**config.mk**
```make
export PLATFORM = sky130hd
export DESIGN_NAME = hipt_lookup
export DESIGN_NICKNAME = d
export VERILOG_FILES = /design/src/rtl/hipt_pkg.sv /design/src/rtl/hipt_hash.sv /design/src/rtl/hipt_table.sv /design/src/rtl/hipt_ctrl.sv /design/src/rtl/hipt_lookup.sv
export SDC_FILE = /design/constraint.sdc
export NUM_CORES = 2
export LEC_CHECK = 0
export ABC_CLOCK_PERIOD_IN_PS = 8300
export BUFFER_PORTS_ARGS = -buffer_cell sky130_fd_sc_hd__buf_2
export CORE_ASPECT_RATIO = 1.1
export CORE_UTILIZATION = 51
export CTS_BUF_LIST = sky130_fd_sc_hd__clkbuf_8
export DETAILED_ROUTE_END_ITERATION = 16
export MAX_ROUTING_LAYER = met4
export PLACE_DENSITY = 0.7
export SETUP_SLACK_MARGIN = 0.02
export SKIP_CTS_REPAIR_TIMING = 1
export SYNTH_ARGS = -nofsm -noshare
export SYNTH_HDL_FRONTEND = slang
export SYNTH_SLANG_ARGS = --single-unit
```
**constraint.sdc**
```tcl
create_clock -name clk -period 8.3 [get_ports clk]
set_input_delay 1.66 -clock clk [delete_from_list [all_inputs] [get_ports clk]]
set_output_delay 1.66 -clock clk [all_outputs]
set_load 0.02 [all_outputs]
```
**src/rtl/hipt_pkg.sv**
```systemverilog
package hipt_pkg;
  typedef enum logic [0:0] {
    ST_IDLE  = 1'b0,
    ST_PROBE = 1'b1
  } hipt_state_e;
endpackage

```
**src/rtl/hipt_hash.sv**
```systemverilog
module hipt_hash #(
  parameter int KEY_W = 16,
  parameter int IDX_W = 6,
  parameter int STEP  = 7
) (
  input  logic [KEY_W-1:0] key,
  input  logic [IDX_W-1:0] cur_idx,
  output logic [IDX_W-1:0] start_idx,
  output logic [IDX_W-1:0] next_idx
);
  always_comb begin
    start_idx = '0;
    for (int i = 0; i < KEY_W; i++) begin
      start_idx[i % IDX_W] = start_idx[i % IDX_W] ^ key[i];
    end
  end

  assign next_idx = cur_idx + IDX_W'(STEP);
endmodule

```
**src/rtl/hipt_table.sv**
```systemverilog
module hipt_table #(
  parameter int IDX_W  = 6,
  parameter int PID_W  = 4,
  parameter int VPN_W  = 12,
  parameter int PROT_W = 3
) (
  input  logic              clk,
  input  logic              rst_n,
  input  logic [IDX_W-1:0]  rd_idx,
  input  logic              wr_new,
  input  logic              touch_en,
  input  logic              touch_dirty,
  input  logic [PID_W-1:0]  wr_pid,
  input  logic [VPN_W-1:0]  wr_vpn,
  input  logic [PROT_W-1:0] wr_prot,
  output logic              rd_res,
  output logic [PID_W-1:0]  rd_pid,
  output logic [VPN_W-1:0]  rd_vpn,
  output logic [PROT_W-1:0] rd_prot,
  output logic              rd_used,
  output logic              rd_dirty,
  output logic [(1<<IDX_W)-1:0] res_vec
);
  localparam int SLOTS = 1 << IDX_W;

  logic [SLOTS-1:0]  res_q;
  logic [SLOTS-1:0]  used_q;
  logic [SLOTS-1:0]  dirty_q;
  logic [PID_W-1:0]  pid_q  [SLOTS];
  logic [VPN_W-1:0]  vpn_q  [SLOTS];
  logic [PROT_W-1:0] prot_q [SLOTS];

  always_ff @(posedge clk or negedge rst_n) begin
    if (!rst_n) begin
      res_q <= '0;
    end else if (wr_new) begin
      res_q[rd_idx] <= 1'b1;
    end
  end

  always_ff @(posedge clk) begin
    if (wr_new) begin
      pid_q[rd_idx]   <= wr_pid;
      vpn_q[rd_idx]   <= wr_vpn;
      prot_q[rd_idx]  <= wr_prot;
      used_q[rd_idx]  <= 1'b0;
      dirty_q[rd_idx] <= 1'b0;
    end else if (touch_en) begin
      used_q[rd_idx]  <= 1'b1;
      dirty_q[rd_idx] <= dirty_q[rd_idx] | touch_dirty;
    end
  end

  assign rd_res   = res_q[rd_idx];
  assign rd_pid   = pid_q[rd_idx];
  assign rd_vpn   = vpn_q[rd_idx];
  assign rd_prot  = prot_q[rd_idx];
  assign rd_used  = used_q[rd_idx];
  assign rd_dirty = dirty_q[rd_idx];
  assign res_vec  = res_q;
endmodule

```
**src/rtl/hipt_ctrl.sv**
```systemverilog
module hipt_ctrl
  import hipt_pkg::*;
#(
  parameter int IDX_W  = 6,
  parameter int PID_W  = 4,
  parameter int VPN_W  = 12,
  parameter int PROT_W = 3
) (
  input  logic              clk,
  input  logic              rst_n,
  input  logic              req_valid,
  input  logic              req_insert,
  input  logic              req_write,
  input  logic [PID_W-1:0]  req_pid,
  input  logic [VPN_W-1:0]  req_vpn,
  input  logic [PROT_W-1:0] req_prot,
  input  logic [IDX_W-1:0]  start_idx,
  input  logic [IDX_W-1:0]  next_idx,
  input  logic              rd_res,
  input  logic [PID_W-1:0]  rd_pid,
  input  logic [VPN_W-1:0]  rd_vpn,
  input  logic [PROT_W-1:0] rd_prot,
  input  logic              rd_used,
  input  logic              rd_dirty,
  output logic [IDX_W-1:0]  probe_idx,
  output logic [PID_W+VPN_W-1:0] key_cur,
  output logic [PROT_W-1:0] key_prot,
  output logic              wr_new,
  output logic              touch_en,
  output logic              touch_dirty,
  output logic              busy,
  output logic              rsp_valid,
  output logic              rsp_hit,
  output logic [IDX_W-1:0]  rsp_frame,
  output logic [PROT_W-1:0] rsp_prot,
  output logic              rsp_used,
  output logic              rsp_dirty,
  output logic [IDX_W:0]    rsp_probes
);
  localparam int SLOTS = 1 << IDX_W;
  localparam int CNT_W = IDX_W + 1;

  hipt_state_e       state_q, state_d;
  logic              ins_q, wrt_q;
  logic [PID_W-1:0]  pid_q;
  logic [VPN_W-1:0]  vpn_q;
  logic [PROT_W-1:0] prot_q;
  logic [IDX_W-1:0]  idx_q, idx_d;
  logic [CNT_W-1:0]  cnt_q, cnt_d, cnt_inc;

  logic probing, accept, match, empty, last, done, step_en, idx_en;
  logic              hit_d;
  logic [IDX_W-1:0]  frame_d;
  logic [PROT_W-1:0] prot_d;
  logic              used_d, dirty_d;

  always_comb begin
    probing = (state_q == ST_PROBE);
    accept  = (state_q == ST_IDLE) && req_valid;
    cnt_inc = cnt_q + CNT_W'(1);
    match   = rd_res && (rd_pid == pid_q) && (rd_vpn == vpn_q);
    empty   = !rd_res;
    last    = (cnt_inc == CNT_W'(SLOTS));
    done    = probing && (match || empty || last);
    step_en = probing && !done;
    idx_en  = accept || step_en;

    wr_new      = probing && ins_q && empty;
    touch_en    = probing && !ins_q && match;
    touch_dirty = wrt_q;

    hit_d   = match || (ins_q && empty);
    frame_d = hit_d ? idx_q : '0;
    prot_d  = match ? rd_prot : ((ins_q && empty) ? prot_q : '0);
    used_d  = match && rd_used;
    dirty_d = match && rd_dirty;

    idx_d   = accept ? start_idx : next_idx;
    cnt_d   = accept ? '0 : cnt_inc;

    state_d = state_q;
    if (accept)    state_d = ST_PROBE;
    else if (done) state_d = ST_IDLE;
  end

  always_ff @(posedge clk or negedge rst_n) begin
    if (!rst_n) begin
      state_q   <= ST_IDLE;
      rsp_valid <= 1'b0;
    end else begin
      state_q   <= state_d;
      rsp_valid <= done;
    end
  end

  always_ff @(posedge clk or negedge rst_n) begin
    if (!rst_n) begin
      ins_q  <= 1'b0;
      wrt_q  <= 1'b0;
      pid_q  <= '0;
      vpn_q  <= '0;
      prot_q <= '0;
    end else if (accept) begin
      ins_q  <= req_insert;
      wrt_q  <= req_write;
      pid_q  <= req_pid;
      vpn_q  <= req_vpn;
      prot_q <= req_prot;
    end
  end

  always_ff @(posedge clk or negedge rst_n) begin
    if (!rst_n) begin
      idx_q <= '0;
      cnt_q <= '0;
    end else if (idx_en) begin
      idx_q <= idx_d;
      cnt_q <= cnt_d;
    end
  end

  always_ff @(posedge clk or negedge rst_n) begin
    if (!rst_n) begin
      rsp_hit    <= 1'b0;
      rsp_frame  <= '0;
      rsp_prot   <= '0;
      rsp_used   <= 1'b0;
      rsp_dirty  <= 1'b0;
      rsp_probes <= '0;
    end else if (done) begin
      rsp_hit    <= hit_d;
      rsp_frame  <= frame_d;
      rsp_prot   <= prot_d;
      rsp_used   <= used_d;
      rsp_dirty  <= dirty_d;
      rsp_probes <= cnt_inc;
    end
  end

  assign probe_idx = idx_q;
  assign key_cur   = {pid_q, vpn_q};
  assign key_prot  = prot_q;
  assign busy      = probing;
endmodule

```
**src/rtl/hipt_lookup.sv**
```systemverilog
module hipt_lookup #(
  parameter int IDX_W  = 6,
  parameter int PID_W  = 4,
  parameter int VPN_W  = 12,
  parameter int PROT_W = 3,
  parameter int STEP   = 7
) (
  input  logic              clk,
  input  logic              rst_n,
  input  logic              req_valid,
  input  logic              req_insert,
  input  logic              req_write,
  input  logic [PID_W-1:0]  req_pid,
  input  logic [VPN_W-1:0]  req_vpn,
  input  logic [PROT_W-1:0] req_prot,
  output logic              busy,
  output logic              rsp_valid,
  output logic              rsp_hit,
  output logic [IDX_W-1:0]  rsp_frame,
  output logic [PROT_W-1:0] rsp_prot,
  output logic              rsp_used,
  output logic              rsp_dirty,
  output logic [IDX_W:0]    rsp_probes
);
  localparam int KEY_W = PID_W + VPN_W;
  localparam int SLOTS = 1 << IDX_W;

  logic [IDX_W-1:0]  start_idx, next_idx, probe_idx;
  logic [KEY_W-1:0]  key_cur;
  logic [PROT_W-1:0] key_prot;
  logic              wr_new, touch_en, touch_dirty;
  logic              rd_res, rd_used, rd_dirty;
  logic [PID_W-1:0]  rd_pid;
  logic [VPN_W-1:0]  rd_vpn;
  logic [PROT_W-1:0] rd_prot;
  logic [SLOTS-1:0]  res_vec;

  hipt_hash #(.KEY_W(KEY_W), .IDX_W(IDX_W), .STEP(STEP)) u_hash (
    .key       ({req_pid, req_vpn}),
    .cur_idx   (probe_idx),
    .start_idx (start_idx),
    .next_idx  (next_idx)
  );

  hipt_table #(.IDX_W(IDX_W), .PID_W(PID_W), .VPN_W(VPN_W), .PROT_W(PROT_W)) u_tab (
    .clk         (clk),
    .rst_n       (rst_n),
    .rd_idx      (probe_idx),
    .wr_new      (wr_new),
    .touch_en    (touch_en),
    .touch_dirty (touch_dirty),
    .wr_pid      (key_cur[KEY_W-1:VPN_W]),
    .wr_vpn      (key_cur[VPN_W-1:0]),
    .wr_prot     (key_prot),
    .rd_res      (rd_res),
    .rd_pid      (rd_pid),
    .rd_vpn      (rd_vpn),
    .rd_prot     (rd_prot),
    .rd_used     (rd_used),
    .rd_dirty    (rd_dirty),
    .res_vec     (res_vec)
  );

  hipt_ctrl #(.IDX_W(IDX_W), .PID_W(PID_W), .VPN_W(VPN_W), .PROT_W(PROT_W)) u_ctrl (
    .clk         (clk),
    .rst_n       (rst_n),
    .req_valid   (req_valid),
    .req_insert  (req_insert),
    .req_write   (req_write),
    .req_pid     (req_pid),
    .req_vpn     (req_vpn),
    .req_prot    (req_prot),
    .start_idx   (start_idx),
    .next_idx    (next_idx),
    .rd_res      (rd_res),
    .rd_pid      (rd_pid),
    .rd_vpn      (rd_vpn),
    .rd_prot     (rd_prot),
    .rd_used     (rd_used),
    .rd_dirty    (rd_dirty),
    .probe_idx   (probe_idx),
    .key_cur     (key_cur),
    .key_prot    (key_prot),
    .wr_new      (wr_new),
    .touch_en    (touch_en),
    .touch_dirty (touch_dirty),
    .busy        (busy),
    .rsp_valid   (rsp_valid),
    .rsp_hit     (rsp_hit),
    .rsp_frame   (rsp_frame),
    .rsp_prot    (rsp_prot),
    .rsp_used    (rsp_used),
    .rsp_dirty   (rsp_dirty),
    .rsp_probes  (rsp_probes)
  );
endmodule

```
==> run metrics <==
RSZ-0062 raised after global routing false; fin area 65600 sq um; asr flop ratio synth 8.13%; Post-Layout Cell Count 5447; Req. time, crit path 8.92 ns; Syn Area/Cell 16.6 sq um; Crit Path Max Fanout 81; Peak supply drop 0.606 mV; Hold Path Class reg -> reg; Setup Total Neg Slack 0 ns; Hold Startpoint u_tab.res_vec[39]; R2R Setup Slk 1.24 ns; pwr/cell area 367 nW/um^2; Rel. slew slack -0.993%; Chip Width 326 um; top-count cell post-synth edfxtp_1; met2 wire len 86.0 mm; Register-to-Register Path Depth 12; DRT Pass-1 Iters 6; die area 117000 sq um; Data arrival, critical path 7.68 ns; Synth Register Bits 1463; CP Capture Point u_tab.dirty_q[14]; area leader, netlist edfxtp_1; Cell Area, Placed 61600 sq um; FF-to-FF End u_tab.dirty_q[14]; Initial DRC Count 6659; Antenna Nets Post-Route 0; routability cong. 1.03; CTS Root Cell clkbuf_8; fill cell count 8683; part of the power in the clock network 22.7%; P_sw 9.49 mW; CTS tree done; fin crit share 85.1%; reg2reg start u_ctrl.probe_idx[0]; Storage cell area 43400 sq um; starting density of the core 51.6%; routed vias/inst 6.76; synth cell count leaders edfxtp_1, nand2_1, mux2i_1; number of enable flip-flop cells after synthesis 1344; via count 36825; met1 wire length 67.2 mm; number of standard cells after synthesis 3556; net switching fraction of the power 39.4%; Layout area overhead 11.2%; clk slew on worst S/H paths 0.07 ns; WL final 193 mm; vias in the first global route 35136; main flop type after synthesis edfxtp_1; Crit. End Element flop; Die Height 359 um; Final Hold Viols 0; port bufs 44; Comb power frac 36.3%; grt total ovfl 0; DR WL/cell 35.4 um; largest net degree at the start of global routing 84; worst setup path startpoint u_ctrl.probe_idx[0]; gr usage total 33.8%; Leak 22.8 nW; hold depth 1; Yosys top cell area share 68.3%; failing checks max-capacitance violations, max-slew violations; dominant cells by area after synthesis edfxtp_1, dfrtp_1, mux4_2, mux2i_1, a22oi_1; H-tree lvl count 4; Max Slew Vio Count 2; Internal 14.6 mW; site row count 130; antenna violations before repair 12; placed cells 5037; worst skew pair latency 0.97 ns; Final min period 7.06 ns; final setup fails 0; DRC viols 0; synth warn 0; total CTS buffers 217; status complete, but fails checks; clock skew 0.0647 ns; fmax 142 MHz; multi-input logic area 14700 sq um; Seq pwr share 41.0%; CORE AREA 115000 sq um; DP HPWL 117 mm; Synthesized Nets 3582; Worst Tran Pin Value 1.51 ns; Clock Tree Buf Depth 3; Final nets 3764; metal3 WL 26.0 mm; DR top layer met4; CP Class reg -> reg; register area share after synthesis 73.4%; Worst setup SP type flop; max_cap viols 1; # IOs 45; first-pass GRT wire length 268 mm; Netlist Area Pre-Place 59000 sq um; Num Clock Sinks 1463; Distinct cells, synth 88; share of layout cells above drive strength 1 22.8%
-- worst min-delay path by stage --
stage | end | slack, ns
final | u_tab.res_vec[39] | 0.47
after global routing | u_tab.res_vec[8] | 0.47
after CTS | u_tab.res_vec[8] | 0.46
after detailed placement | u_tab.res_vec[20] | 0.45
after global placement | u_tab.res_vec[44] | 0.45
after floorplan | u_tab.res_vec[20] | 0.43
-- power by group through the flow --
stage	logic (mW)	clock network [mW]	registers, mW
3_5_place_dp	8.36	0	9.98
6_report	8.74	5.45	9.87
2_1_floorplan	4.53	0	10.1
4_1_cts	8.39	5.47	9.84
5_1_grt	8.83	5.80	9.88
3_3_place_gp	8.28	0	9.97
-- cell families (layout without fill, tap and decap cells) --
group	after synthesis	in the layout	synth area share, %
AO/OA/AOI/OAI	710	710	8.58
XOR/XNOR	23	23	0.341
adder cells (fa/ha/maj)	2	2	0.0424
buffers and inverters	262	626	2.29
flip-flops	1463	1463	73.4
multiplexers	387	387	9.50
other	0	9	0
AND/OR/NAND/NOR	709	709	5.85
-- cell usage in the layout (no fill, tap or decap), types with 80 or more instances in the layout --
cell	n
clkbuf_8	232
mux2i_1	175
edfxtp_1	1344
a221oi_1	83
inv_1	99
dfrtp_1	97
buf_4	160
nor2_1	104
mux4_2	130
nand2_1	268
a22oi_1	164
a21oi_1	80
-- routing by layer --
layer	up-vias	GRT usage [%]
met5	-	-
met4	0	21.3
met3	637	9.30
met2	3059	48.1
met1	18502	42.9
li1	14627	-
-- worst max-delay path, stage by stage (launching register included) --
cell	delay, ns
dfrtp_4	0.91
buf_12	0.52
mux4_2	0.58
and2_1	0.18
a2111oi_0	1.05
a22oi_1	0.36
a21oi_1	0.49
xnor2_1	0.22
nor4_4	0.36
nand4b_4	0.38
or3_2	0.93
buf_4	0.41
o21ai_1	0.22
-- flip-flops by register name (all words and copies together) (netlist names), 6 cells and up, named ones only --
signal and flops:
u_ctrl.rsp_frame 6, u_tab.dirty_q 64, u_ctrl.vpn_q 12, u_ctrl.rsp_probes 7, u_ctrl.cnt_q 7, u_tab.pid_q 256, u_tab.vpn_q 768, u_tab.prot_q 192
u_ctrl.probe_idx 6, u_tab.res_vec 64
-- final cells by class --
cell class | count | share of cell area, %
timing repair buffer | 213 | 2.44
clock inverter | 169 | 1.25
inverter | 12 | 0.0705
antenna | 9 | 0.0343
sequential | 1463 | 66.1
tap | 1518 | 2.89
multi-input combinational | 1831 | 22.4
clock buffer | 232 | 4.86
-- metrics by stage --
step,power (mW),setup slack [ns],hold WS (ns),utilization (%)
2_1_floorplan,14.6,3.81,0.433,-
6_report,24.1,1.24,0.467,57.3
3_3_place_gp,18.2,1.61,0.446,53.8
5_1_grt,24.5,1.28,0.469,57.3
3_5_place_dp,18.3,1.64,0.448,53.8
4_1_cts,23.7,1.57,0.465,57.3
No activity file was read; power rests on OpenSTA's default activity.
